[config.mk]
export PLATFORM = sky130hd
export DESIGN_NAME = phacc_pwm
export DESIGN_NICKNAME = d
export VERILOG_FILES = /design/src/rtl/phacc_pwm_pkg.sv /design/src/rtl/phacc_pwm_regs.sv /design/src/rtl/phacc_pwm_accum.sv /design/src/rtl/phacc_pwm_cmp.sv /design/src/rtl/phacc_pwm.sv
export SDC_FILE = /design/constraint.sdc
export NUM_CORES = 1
export LEC_CHECK = 0
export BUFFER_PORTS_ARGS = -buffer_cell sky130_fd_sc_hd__buf_2
export CAP_MARGIN = 20
export CORE_MARGIN = 10
export CORE_UTILIZATION = 56
export DETAILED_ROUTE_END_ITERATION = 6
export PLACE_DENSITY = 0.8
export SLEW_MARGIN = 20
export SYNTH_ARGS = -nofsm -noshare
export SYNTH_HDL_FRONTEND = slang
export SYNTH_SLANG_ARGS = --single-unit
export TNS_END_PERCENT = 10
[constraint.sdc]
create_clock -name clk -period 2.9 [get_ports clk]
set_input_delay 0.29 -clock clk [delete_from_list [all_inputs] [get_ports clk]]
set_output_delay 0.29 -clock clk [all_outputs]
set_load 0.01 [all_outputs]
[src/rtl/phacc_pwm_pkg.sv]
package phacc_pwm_pkg;
  localparam int ENABLE_BIT = 31;
  localparam int COMMIT_BIT = 30;
  localparam int DUTY_W     = 8;
  localparam int DUTY_LSB   = 0;
  localparam int STEP_LSB   = DUTY_W;

  typedef struct packed {
    logic       en;
    logic       pend;
  } ctl_t;
endpackage

[src/rtl/phacc_pwm_regs.sv]
module phacc_pwm_regs #(
  parameter int ACC_W = 16
) (
  input  logic              clk,
  input  logic              rst,
  input  logic              wr_en,
  input  logic [31:0]       wr_data,
  input  logic              wrap,
  output logic              en_q,
  output logic              pend_q,
  output logic [ACC_W-1:0]  stage_step,
  output logic [7:0]        stage_duty,
  output logic [ACC_W-1:0]  act_step,
  output logic [7:0]        act_duty
);
  import phacc_pwm_pkg::*;

  logic commit;
  assign commit = pend_q && (!en_q || (act_step == '0) || wrap);

  always_ff @(posedge clk) begin
    if (rst) begin
      en_q       <= 1'b0;
      pend_q     <= 1'b0;
      stage_step <= '0;
      stage_duty <= '0;
      act_step   <= '0;
      act_duty   <= '0;
    end else begin
      if (commit) begin
        act_step <= stage_step;
        act_duty <= stage_duty;
      end
      if (wr_en) begin
        en_q       <= wr_data[ENABLE_BIT];
        stage_step <= wr_data[STEP_LSB +: ACC_W];
        stage_duty <= wr_data[DUTY_LSB +: DUTY_W];
      end
      pend_q <= (pend_q && !commit) || (wr_en && wr_data[COMMIT_BIT]);
    end
  end
endmodule

[src/rtl/phacc_pwm_accum.sv]
module phacc_pwm_accum #(
  parameter int ACC_W      = 16,
  parameter int SLOW_RATIO = 600
) (
  input  logic             clk,
  input  logic             rst,
  input  logic             en,
  input  logic             slow_sel,
  input  logic [ACC_W-1:0] step,
  output logic [ACC_W-1:0] acc,
  output logic             wrap
);
  localparam int PRE_W = (SLOW_RATIO > 1) ? $clog2(SLOW_RATIO) : 1;

  logic [PRE_W-1:0] pre;
  logic             tick;
  logic [ACC_W:0]   sum;

  assign tick = !slow_sel || (pre == PRE_W'(SLOW_RATIO - 1));
  assign sum  = {1'b0, acc} + {1'b0, step};
  assign wrap = en && tick && sum[ACC_W];

  always_ff @(posedge clk) begin
    if (rst || !slow_sel || tick) pre <= '0;
    else                          pre <= pre + 1'b1;
  end

  always_ff @(posedge clk) begin
    if (rst || !en) acc <= '0;
    else if (tick)  acc <= sum[ACC_W-1:0];
  end
endmodule

[src/rtl/phacc_pwm_cmp.sv]
module phacc_pwm_cmp #(
  parameter int ACC_W = 16
) (
  input  logic             clk,
  input  logic             rst,
  input  logic             en,
  input  logic [ACC_W-1:0] step,
  input  logic [ACC_W-1:0] acc,
  input  logic [7:0]       duty,
  output logic             pwm_out
);
  logic [7:0] phase;
  assign phase = acc[ACC_W-1 -: 8];

  always_ff @(posedge clk) begin
    if (rst) pwm_out <= 1'b0;
    else     pwm_out <= en && (step != '0) && (phase < duty);
  end
endmodule

[src/rtl/phacc_pwm.sv]
module phacc_pwm #(
  parameter int ACC_W      = 16,
  parameter int SLOW_RATIO = 600
) (
  input  logic        clk,
  input  logic        rst,
  input  logic        wr_en,
  input  logic [31:0] wr_data,
  input  logic        slow_sel,
  output logic [31:0] rd_data,
  output logic        pwm_out
);
  import phacc_pwm_pkg::*;
  localparam int PAD_W = COMMIT_BIT - STEP_LSB - ACC_W;

  logic             en_q, pend_q, wrap;
  logic [ACC_W-1:0] stage_step, act_step, acc;
  logic [7:0]       stage_duty, act_duty;
  ctl_t             ctl;

  phacc_pwm_regs #(.ACC_W(ACC_W)) u_regs (
    .clk(clk), .rst(rst), .wr_en(wr_en), .wr_data(wr_data), .wrap(wrap),
    .en_q(en_q), .pend_q(pend_q), .stage_step(stage_step),
    .stage_duty(stage_duty), .act_step(act_step), .act_duty(act_duty)
  );

  phacc_pwm_accum #(.ACC_W(ACC_W), .SLOW_RATIO(SLOW_RATIO)) u_acc (
    .clk(clk), .rst(rst), .en(en_q), .slow_sel(slow_sel),
    .step(act_step), .acc(acc), .wrap(wrap)
  );

  phacc_pwm_cmp #(.ACC_W(ACC_W)) u_cmp (
    .clk(clk), .rst(rst), .en(en_q), .step(act_step), .acc(acc),
    .duty(act_duty), .pwm_out(pwm_out)
  );

  assign ctl = '{en: en_q, pend: pend_q};

  generate
    if (PAD_W > 0) begin : g_pad
      assign rd_data = {ctl.en, ctl.pend, {PAD_W{1'b0}}, stage_step, stage_duty};
    end else begin : g_nopad
      assign rd_data = {ctl.en, ctl.pend, stage_step, stage_duty};
    end
  endgenerate
endmodule

* After elaboration in Yosys (flattened, before gate mapping)
Index checks and enable logic that the tools add are counted.
Storage, ports and cells: register bits after elaboration 77, bits in latches 0, RAM bits 0, memory bits (read-only) 0, input bits 36, output and inout port bits 33, logic and storage cells 32, memories 0
Operators by class: add/sub/neg operators 2, multipliers 0, divide/modulo/power cells 0, order comparisons 1, eq/ne operators 1, shift operators 0, mux-type cells 0, bitwise operators 0, reduce and logical (&&, ||, !) cells 19
Operators by type and width (number):
- adder 16 x 16 -> 17 bit | 1
- logical NOT 16 bit | 1
- nonzero test 16 bit | 1
- adder 10 x 1 -> 10 bit, second input constant | 1
- equality test 10 bit, second input constant | 1
- less-than comparator 8 bit | 1
- logical AND 1 bit | 7
- logical OR 1 bit | 7
- logical NOT 1 bit | 3

* Logic depth before layout (Yosys ltp)
Gate-level depths: netlist of the first run.
depth in word-level cells 9, depth in mapped cells 9, depth with buffers taken out 8

* By module
Synthesis of the first run repeated with hierarchy kept, for this count alone.
Second synthesis, totals: cells, all modules 452, area, all modules 4023.9 um^2
Modules (own cells, without submodules):
- phacc_pwm_regs | instances 1, cells an instance 200, area each 1911.8 um^2, seq. area each 1001.0 um^2
- phacc_pwm_accum | instances 1, cells an instance 213, area each 1803.0 um^2, seq. area each 520.5 um^2
- phacc_pwm_cmp | instances 1, cells an instance 30, area each 245.2 um^2, seq. area each 20.0 um^2
- phacc_pwm | instances 1, cells an instance 9, area each 63.8 um^2, seq. area each 0.0 um^2

* Worst setup path before layout of the first run
No wires, ideal clock.
path kind reg-to-reg, start point reg u_regs.act_step[7], end point reg u_regs.act_step[10], library setup time 128 ps, data arrival time 2105 ps, data required time 2772 ps, path slack 668 ps, stages on the path, launching flop included 8, buffers on the path 1, clock period less this slack 2232 ps, cells stage by stage dfxtp_1 or4_1 o41ai_2 nor2_1 a31oi_4 buf_8 mux2i_1 nor2_1
On the way: longest elaborated chain between the ends 4, elaborated cells on any way between the ends 6, those cells by class 1 x add/sub; 5 x reduce/logical
RTL lines:
- from (decl) | RTL line phacc_pwm_regs.sv:13 | output logic [ACC_W-1:0] act_step,
- from (signal assigned) | RTL line phacc_pwm_regs.sv:31 | act_step <= stage_step;
- adder 16 x 16 -> 17 bit or logical NOT 16 bit (tied branches) | RTL line phacc_pwm_accum.sv:20, phacc_pwm_regs.sv:19
- logical AND 1 bit or logical OR 1 bit (tied branches) | RTL line phacc_pwm_accum.sv:21, phacc_pwm_regs.sv:19
- logical OR 1 bit * | RTL line phacc_pwm_regs.sv:19 | assign commit = pend_q && (!en_q || (act_step == '0) || wrap);
- logical AND 1 bit * | RTL line phacc_pwm_regs.sv:19
Mark *: on every way between the ends. The rest lies on a longest branch, timed or not. A chain may end at the register's enable or synchronous reset.

* Final worst setup path of the first run
start point reg u_regs.act_step[0], end point reg u_acc.acc[14]
On the way: longest elaborated chain between the ends 1
RTL lines:
- adder 16 x 16 -> 17 bit | RTL line phacc_pwm_accum.sv:20 | assign sum = {1'b0, acc} + {1'b0, step};
- to (signal assigned) | RTL line phacc_pwm_accum.sv:30 | else if (tick) acc <= sum[ACC_W-1:0];
- to (decl) | RTL line phacc_pwm_accum.sv:10 | output logic [ACC_W-1:0] acc,
Every way passes these cells.

==> results of run 1 <==
metal layers:
layer  part of all wire, %  global-route usage [%]
met1                    49                    24.1
met2                    45                    26.1
met3                   5.5                    4.29
met4                  0.92                    5.88
met5                     0                       0
flip-flops by register name (all words and copies together), names as in the netlist:
register and flops:
u_acc.acc 16, u_regs.act_step 16, u_regs.stage_duty 8, u_regs.pend_q 1, u_regs.en_q 1, u_cmp.pwm_out 1, u_acc.pre 10, u_regs.act_duty 8
u_regs.stage_step 16
metrics by stage:
| stage | total power [mW] | worst slack [ns] | area, µm² | hold WS (ns) |
|---|---|---|---|---|
| after floorplan | 1.26 | 0.668 | 3860 | 0.416 |
| after global placement | 1.32 | 0.461 | 4130 | 0.443 |
| after detailed placement | 1.32 | 0.428 | 4130 | 0.449 |
| after CTS | 2.07 | 0.391 | 4320 | 0.149 |
| after global routing | 2.15 | 0.251 | 4320 | 0.166 |
| final | 2.05 | 0.360 | 4320 | 0.162 |
layout make-up:
type                    instances  share of cell area [%]
well taps                      80                    2.32
multi-input cells             315                    49.3
flip-flops and latches         77                    35.7
clock inverters                 5                   0.783
inverters                      10                   0.870
repair buffers                 60                    7.48
clock buffers                  11                    3.51
cell usage in the layout (no fill, tap or decap), types with 2 or more instances in the layout:
master	n
dfxtp_1	77
nor2_1	71
buf_2	56
mux2i_1	50
nand2_1	26
ha_1	24
a21oi_1	22
nand3_1	19
clkbuf_8	11
inv_1	10
o21ai_0	10
xor2_1	9
xnor2_1	7
a21o_1	6
o21ai_1	6
nand4_1	6
conb_1	6
or3_1	5
a211oi_1	5
or4_1	5
nand2b_1	4
and3_1	3
nor3_1	3
o211ai_1	3
buf_4	3
nor2b_1	2
nor4_1	2
a31oi_1	2
o31ai_1	2
clkinv_2	2
clkinvlp_4	2
worst max-delay path, stage by stage (launching register included):
cell,delay [ns]
dfxtp_1,0.34
ha_1,0.24
fa_1,0.44
a21o_1,0.20
a221oi_1,0.44
o21ai_1,0.17
nor4b_1,0.19
or3_1,0.37
nand3_1,0.09
logic make-up (layout without fill, tap and decap cells):
logic type | Yosys count | in the layout | share of synthesized area (%)
simple gates | 149 | 149 | 17.6
flops | 77 | 77 | 40.2
compound gates | 69 | 69 | 12.2
mux | 50 | 50 | 13.0
buf+inv | 36 | 86 | 4.89
fa+ha+maj | 25 | 25 | 8.34
xor+xnor | 16 | 16 | 3.65
other cells | 1 | 6 | 0.0977
worst paths after layout:
path                   end  cells past startpoint
max          u_acc.acc[14]                      8
min          u_regs.pend_q                      2
max reg2reg  u_acc.acc[14]                      8
min reg2reg   u_acc.acc[3]                      2
power by group:
group	switching (mW)	internal (mW)
registers	0.0234	1.09
logic	0.106	0.0820
clock network	0.399	0.357
total	0.529	1.53
==> impl_metrics.yaml, run 1 <==
status:
  status: "complete, no violations"
cts:
  cts_hold_buf: 0
  clockBufferDepth: 2
  cts_sinks: 77
  path_clk_slew_ns: 0.08
  root_buffer: "clkbuf_8"
  clkLatencyLatePin_ns: 0.35
  cts_setup_buffers: 0
  cts_max_level: 3
  cts_tree: "yes"
  cts_resized: 0
  cts_made_buffers: 9
timing:
  slew-limit-headroom_pct: 44.6
  fin_crit_sh_pct: 87.6
  fmax_ghz: 0.394
  clock_skew_ns: 0.00892
  tightest_slew_ns: 0.829
  maxSlewViolCount: 0
  finalSetupTns_ns: 0
  finalHoldViolations: 0
  rsz0062_at_grt: "no"
  fin_crit_ns: 2.54
  report.final.setup_viol: 0
setup_path:
  r2r_start: "u_regs.act_step[0]"
  worstSetupStartpoint: "u_regs.act_step[0]"
  crit_type: "reg -> reg"
  required_ns: 3.19
  worstSetupEndpointType: "register"
  r2r_setup_slack_ns: 0.36
  cp-start-kind: "register"
  cp.arrival_ns: 2.83
  crit_fanout: 3
global_route:
  grt_pass1_vias: 3065
  grt_pass1_wl_um: 14800
  grt_antenna_before_repair: 0
  grt_remaining_overflow: 0
  grt_max_degree: 52
  grt_usage_pct: 17.5
layout:
  multiInputGateArea_um2: 2130
  area_growth_pct: 12.4
  drive_gt1_share_pct: 17.6
  post-route-util_pct: 64.2
  regArea_um2: 1540
  final_cells: 558
  nets: 534
  n_fill_cell: 577
  diodes: 0
logic_synthesis:
  yosys-top-cells-area: "dfxtp_1 40%, mux2i_1 13%, ha_1 7.8%, nor2_1 6.9%, a21oi_1 2.9%"
  synth_area_leader_cell: "dfxtp_1"
  yosys_warnings: 0
  synth_edf_count: 0
  syn_inst: 423
  synth.top_cell.area_share_pct: 40.2
  synthArstFlopShare_pct: 0
  yosys_register_bits: 77
  synthTopCellsByCount: "77 x dfxtp_1, 71 x nor2_1, 50 x mux2i_1"
  synth_area_per_cell_um2: 9.07
  yosysMostFrequentCell: "dfxtp_1"
  syn_area_um2: 3840
  synth_cell_types: 46
  ys.flop_type: "dfxtp_1"
  seq_area_frac_synth_pct: 40.2
drt:
  drc: 0
  vias: 3146
  routed_wl_um: 8740
  wl_per_cell_um: 15.7
  vias_per_cell: 5.64
  detail-route-antenna-nets: 0
  drt_iter0_markers: 285
  first_pass_iters: 5
floorplanning:
  die-height_um: 103
  core_area_um2: 6720
  start_util_pct: 57.1
  dieWidth_um: 103
  die_area_um2: 10600
  pin_count: 69
  placementRows: 30
power:
  p_leak_nw: 1.88
  power_density_nw_per_um2: 476
  peakVddDrop_mv: 0.354
run:
  maxCapViolations: 0
min_path:
  worstHoldPathType: "in -> reg"
  hold_start: "wr_data[30]"
place:
  hpwl_um: 6470
  port-buffer-count: 56
  place_inst: 542
  finalWeightedCongestion: 0.864
Note: power is estimated with default switching activity, not from simulation.
==> run 2, diff against run 1 <==
--- a/config.mk
+++ b/config.mk
@@ -7,6 +7,7 @@
 export LEC_CHECK = 0
 export BUFFER_PORTS_ARGS = -buffer_cell sky130_fd_sc_hd__buf_2
 export CAP_MARGIN = 20
+export CORE_ASPECT_RATIO = 0.5
 export CORE_MARGIN = 10
 export CORE_UTILIZATION = 56
 export DETAILED_ROUTE_END_ITERATION = 6
==> impl_metrics.yaml, run 2 (synthesized netlist as in run 1, its figures left out) <==
setup_path:
  cp_top_family: "compound AO/OA/AOI/OAI gates"
  r2r_setup_slack_ns: 0.45
  cp_num_buf_inv: 0
  cp-start-kind: "register"
  worstSetupStartpoint: "u_regs.act_step[0]"
  cpMaxStageDelayCell: "fa_1"
  cp_cell_sequence: "ha_1, fa_1, a21o_1, a221oi_1, o21ai_1, nor4b_1, or3_1, nand3_1"
  r2r_start: "u_regs.act_step[0]"
  crit_fanout: 3
  required_ns: 3.18
  cp.arrival_ns: 2.73
  crit_type: "reg -> reg"
  critical_path.max_stage_delay_ns: 0.42
  worstSetupEndpointType: "register"
timing:
  slew-limit-headroom_pct: 47.4
  fin_crit_sh_pct: 84.6
  rsz0062_at_grt: "no"
  fin_crit_ns: 2.45
  maxSlewViolCount: 0
  finalHoldViolations: 0
  report.final.setup_viol: 0
  fmax_ghz: 0.408
  finalSetupTns_ns: 0
  timing.final.ws_setup_ns: 0.447
  clock_skew_ns: 0.00924
  tightest_slew_ns: 0.789
drt:
  routed_wl_um: 8600
  wl_per_cell_um: 15.1
  vias: 3141
  drt_iter0_markers: 183
  vias_per_cell: 5.50
  drc: 0
  detail-route-antenna-nets: 0
  first_pass_iters: 4
power:
  swShare_pct: 23.9
  pwr-share-clk_pct: 43.1
  peakVddDrop_mv: 0.325
  sequentialPowerShare_pct: 48.6
  p_leak_nw: 1.93
  power_density_nw_per_um2: 518
  p_comb_share_pct: 8.3
  internal_power_mw: 1.74
  p_sw_mw: 0.547
min_path:
  worstHoldPathType: "in -> reg"
  hold_start: "wr_data[30]"
cts:
  cts_sinks: 77
  cts_tree: "yes"
  cts_hold_buf: 0
  cts_resized: 0
  path_clk_slew_ns: 0.06
  cts_max_level: 3
  cts_made_buffers: 9
  cts_setup_buffers: 0
  clkLatencyLatePin_ns: 0.34
  root_buffer: "clkbuf_16"
  clockBufferDepth: 2
global_route:
  grt_max_degree: 53
  met2_usage_pct: 26.5
  busiest_layer: "met2"
  grt_usage_pct: 16.4
  grt_pass1_vias: 3061
  grt_remaining_overflow: 0
  met1_usage_pct: 20.6
  grt_antenna_before_repair: 0
  use_met3_pct: 4.96
  grt_pass1_wl_um: 14500
run:
  maxCapViolations: 0
layout:
  area_growth_pct: 15.1
  layout_common_cells: "77 x dfxtp_1, 71 x nor2_1, 56 x buf_2"
  diodes: 0
  top_regs: "u_acc.acc (16), u_regs.act_step (16), u_regs.stage_step (16)"
  final_common_cell: "dfxtp_1"
  nets: 536
  drive_gt1_share_pct: 17.5
place:
  hpwl_um: 6380
  port-buffer-count: 56
  dpl_worst_slack_ns: 0.465
  finalWeightedCongestion: 0.912
floorplanning:
  dieWidth_um: 137
  core_area_um2: 6670
  pin_count: 69
  die-height_um: 78.5
  placementRows: 21
  start_util_pct: 57.5
  die_area_um2: 10800
status:
  status: "complete, no violations"
[run 2: cell count changes in the layout (fill, tap and decap cells not counted), moves of 2 or more]
cell | before | now
clkbuf_8 | 11 | 0
clkbuf_16 | 0 | 9
buf_4 | 3 | 5
clkinv_2 | 2 | 4
clkinvlp_4 | 2 | 0
[run 2: layer usage]
metal	part of all wire [%]	vias to the layer above	routed length, µm
met2	46	81	3940
met4	0.91	0	78
met1	47	1469	4000
met5	0	-	0
met3	6.7	7	579
li1	-	1584	-
[run 2: power by group through the flow]
| stage | Combinational [mW] | Clock, mW | Sequential [mW] |
|---|---|---|---|
| after floorplan | 0.124 | 0 | 1.14 |
| after global placement | 0.186 | 0 | 1.13 |
| after detailed placement | 0.191 | 0 | 1.14 |
| after CTS | 0.192 | 0.999 | 1.11 |
| after global routing | 0.211 | 1.04 | 1.12 |
| final | 0.190 | 0.985 | 1.11 |
[run 2: path summary, 6_finish.rpt]
kind                    to  cells after the start
max reg2reg  u_acc.acc[14]                      8
min reg2reg   u_acc.acc[6]                      2
min          u_regs.pend_q                      2
max          u_acc.acc[14]                      8
[run 2: area by class of cell]
cell class / instances / area (µm²)
well taps: 92 / 115
flip-flops and latches: 77 / 1540
inverters: 10 / 37.5
clock buffers: 10 / 229
repair buffers: 62 / 338
clock inverters: 5 / 28.8
multi-input cells: 315 / 2130
fillers: 561 / 2260
[run 2: through the flow]
step | area [µm²] | total power, mW | hold WS (ns) | util (%) | cells
floorplan | 3860 | 1.26 | 0.416 | - | 428
global placement | 4160 | 1.32 | 0.442 | 62.3 | 556
detailed placement | 4160 | 1.33 | 0.451 | 62.3 | 556
CTS | 4420 | 2.30 | 0.177 | 66.2 | 571
global route | 4420 | 2.37 | 0.191 | 66.2 | 571
finish | 4420 | 2.29 | 0.183 | 66.2 | 571
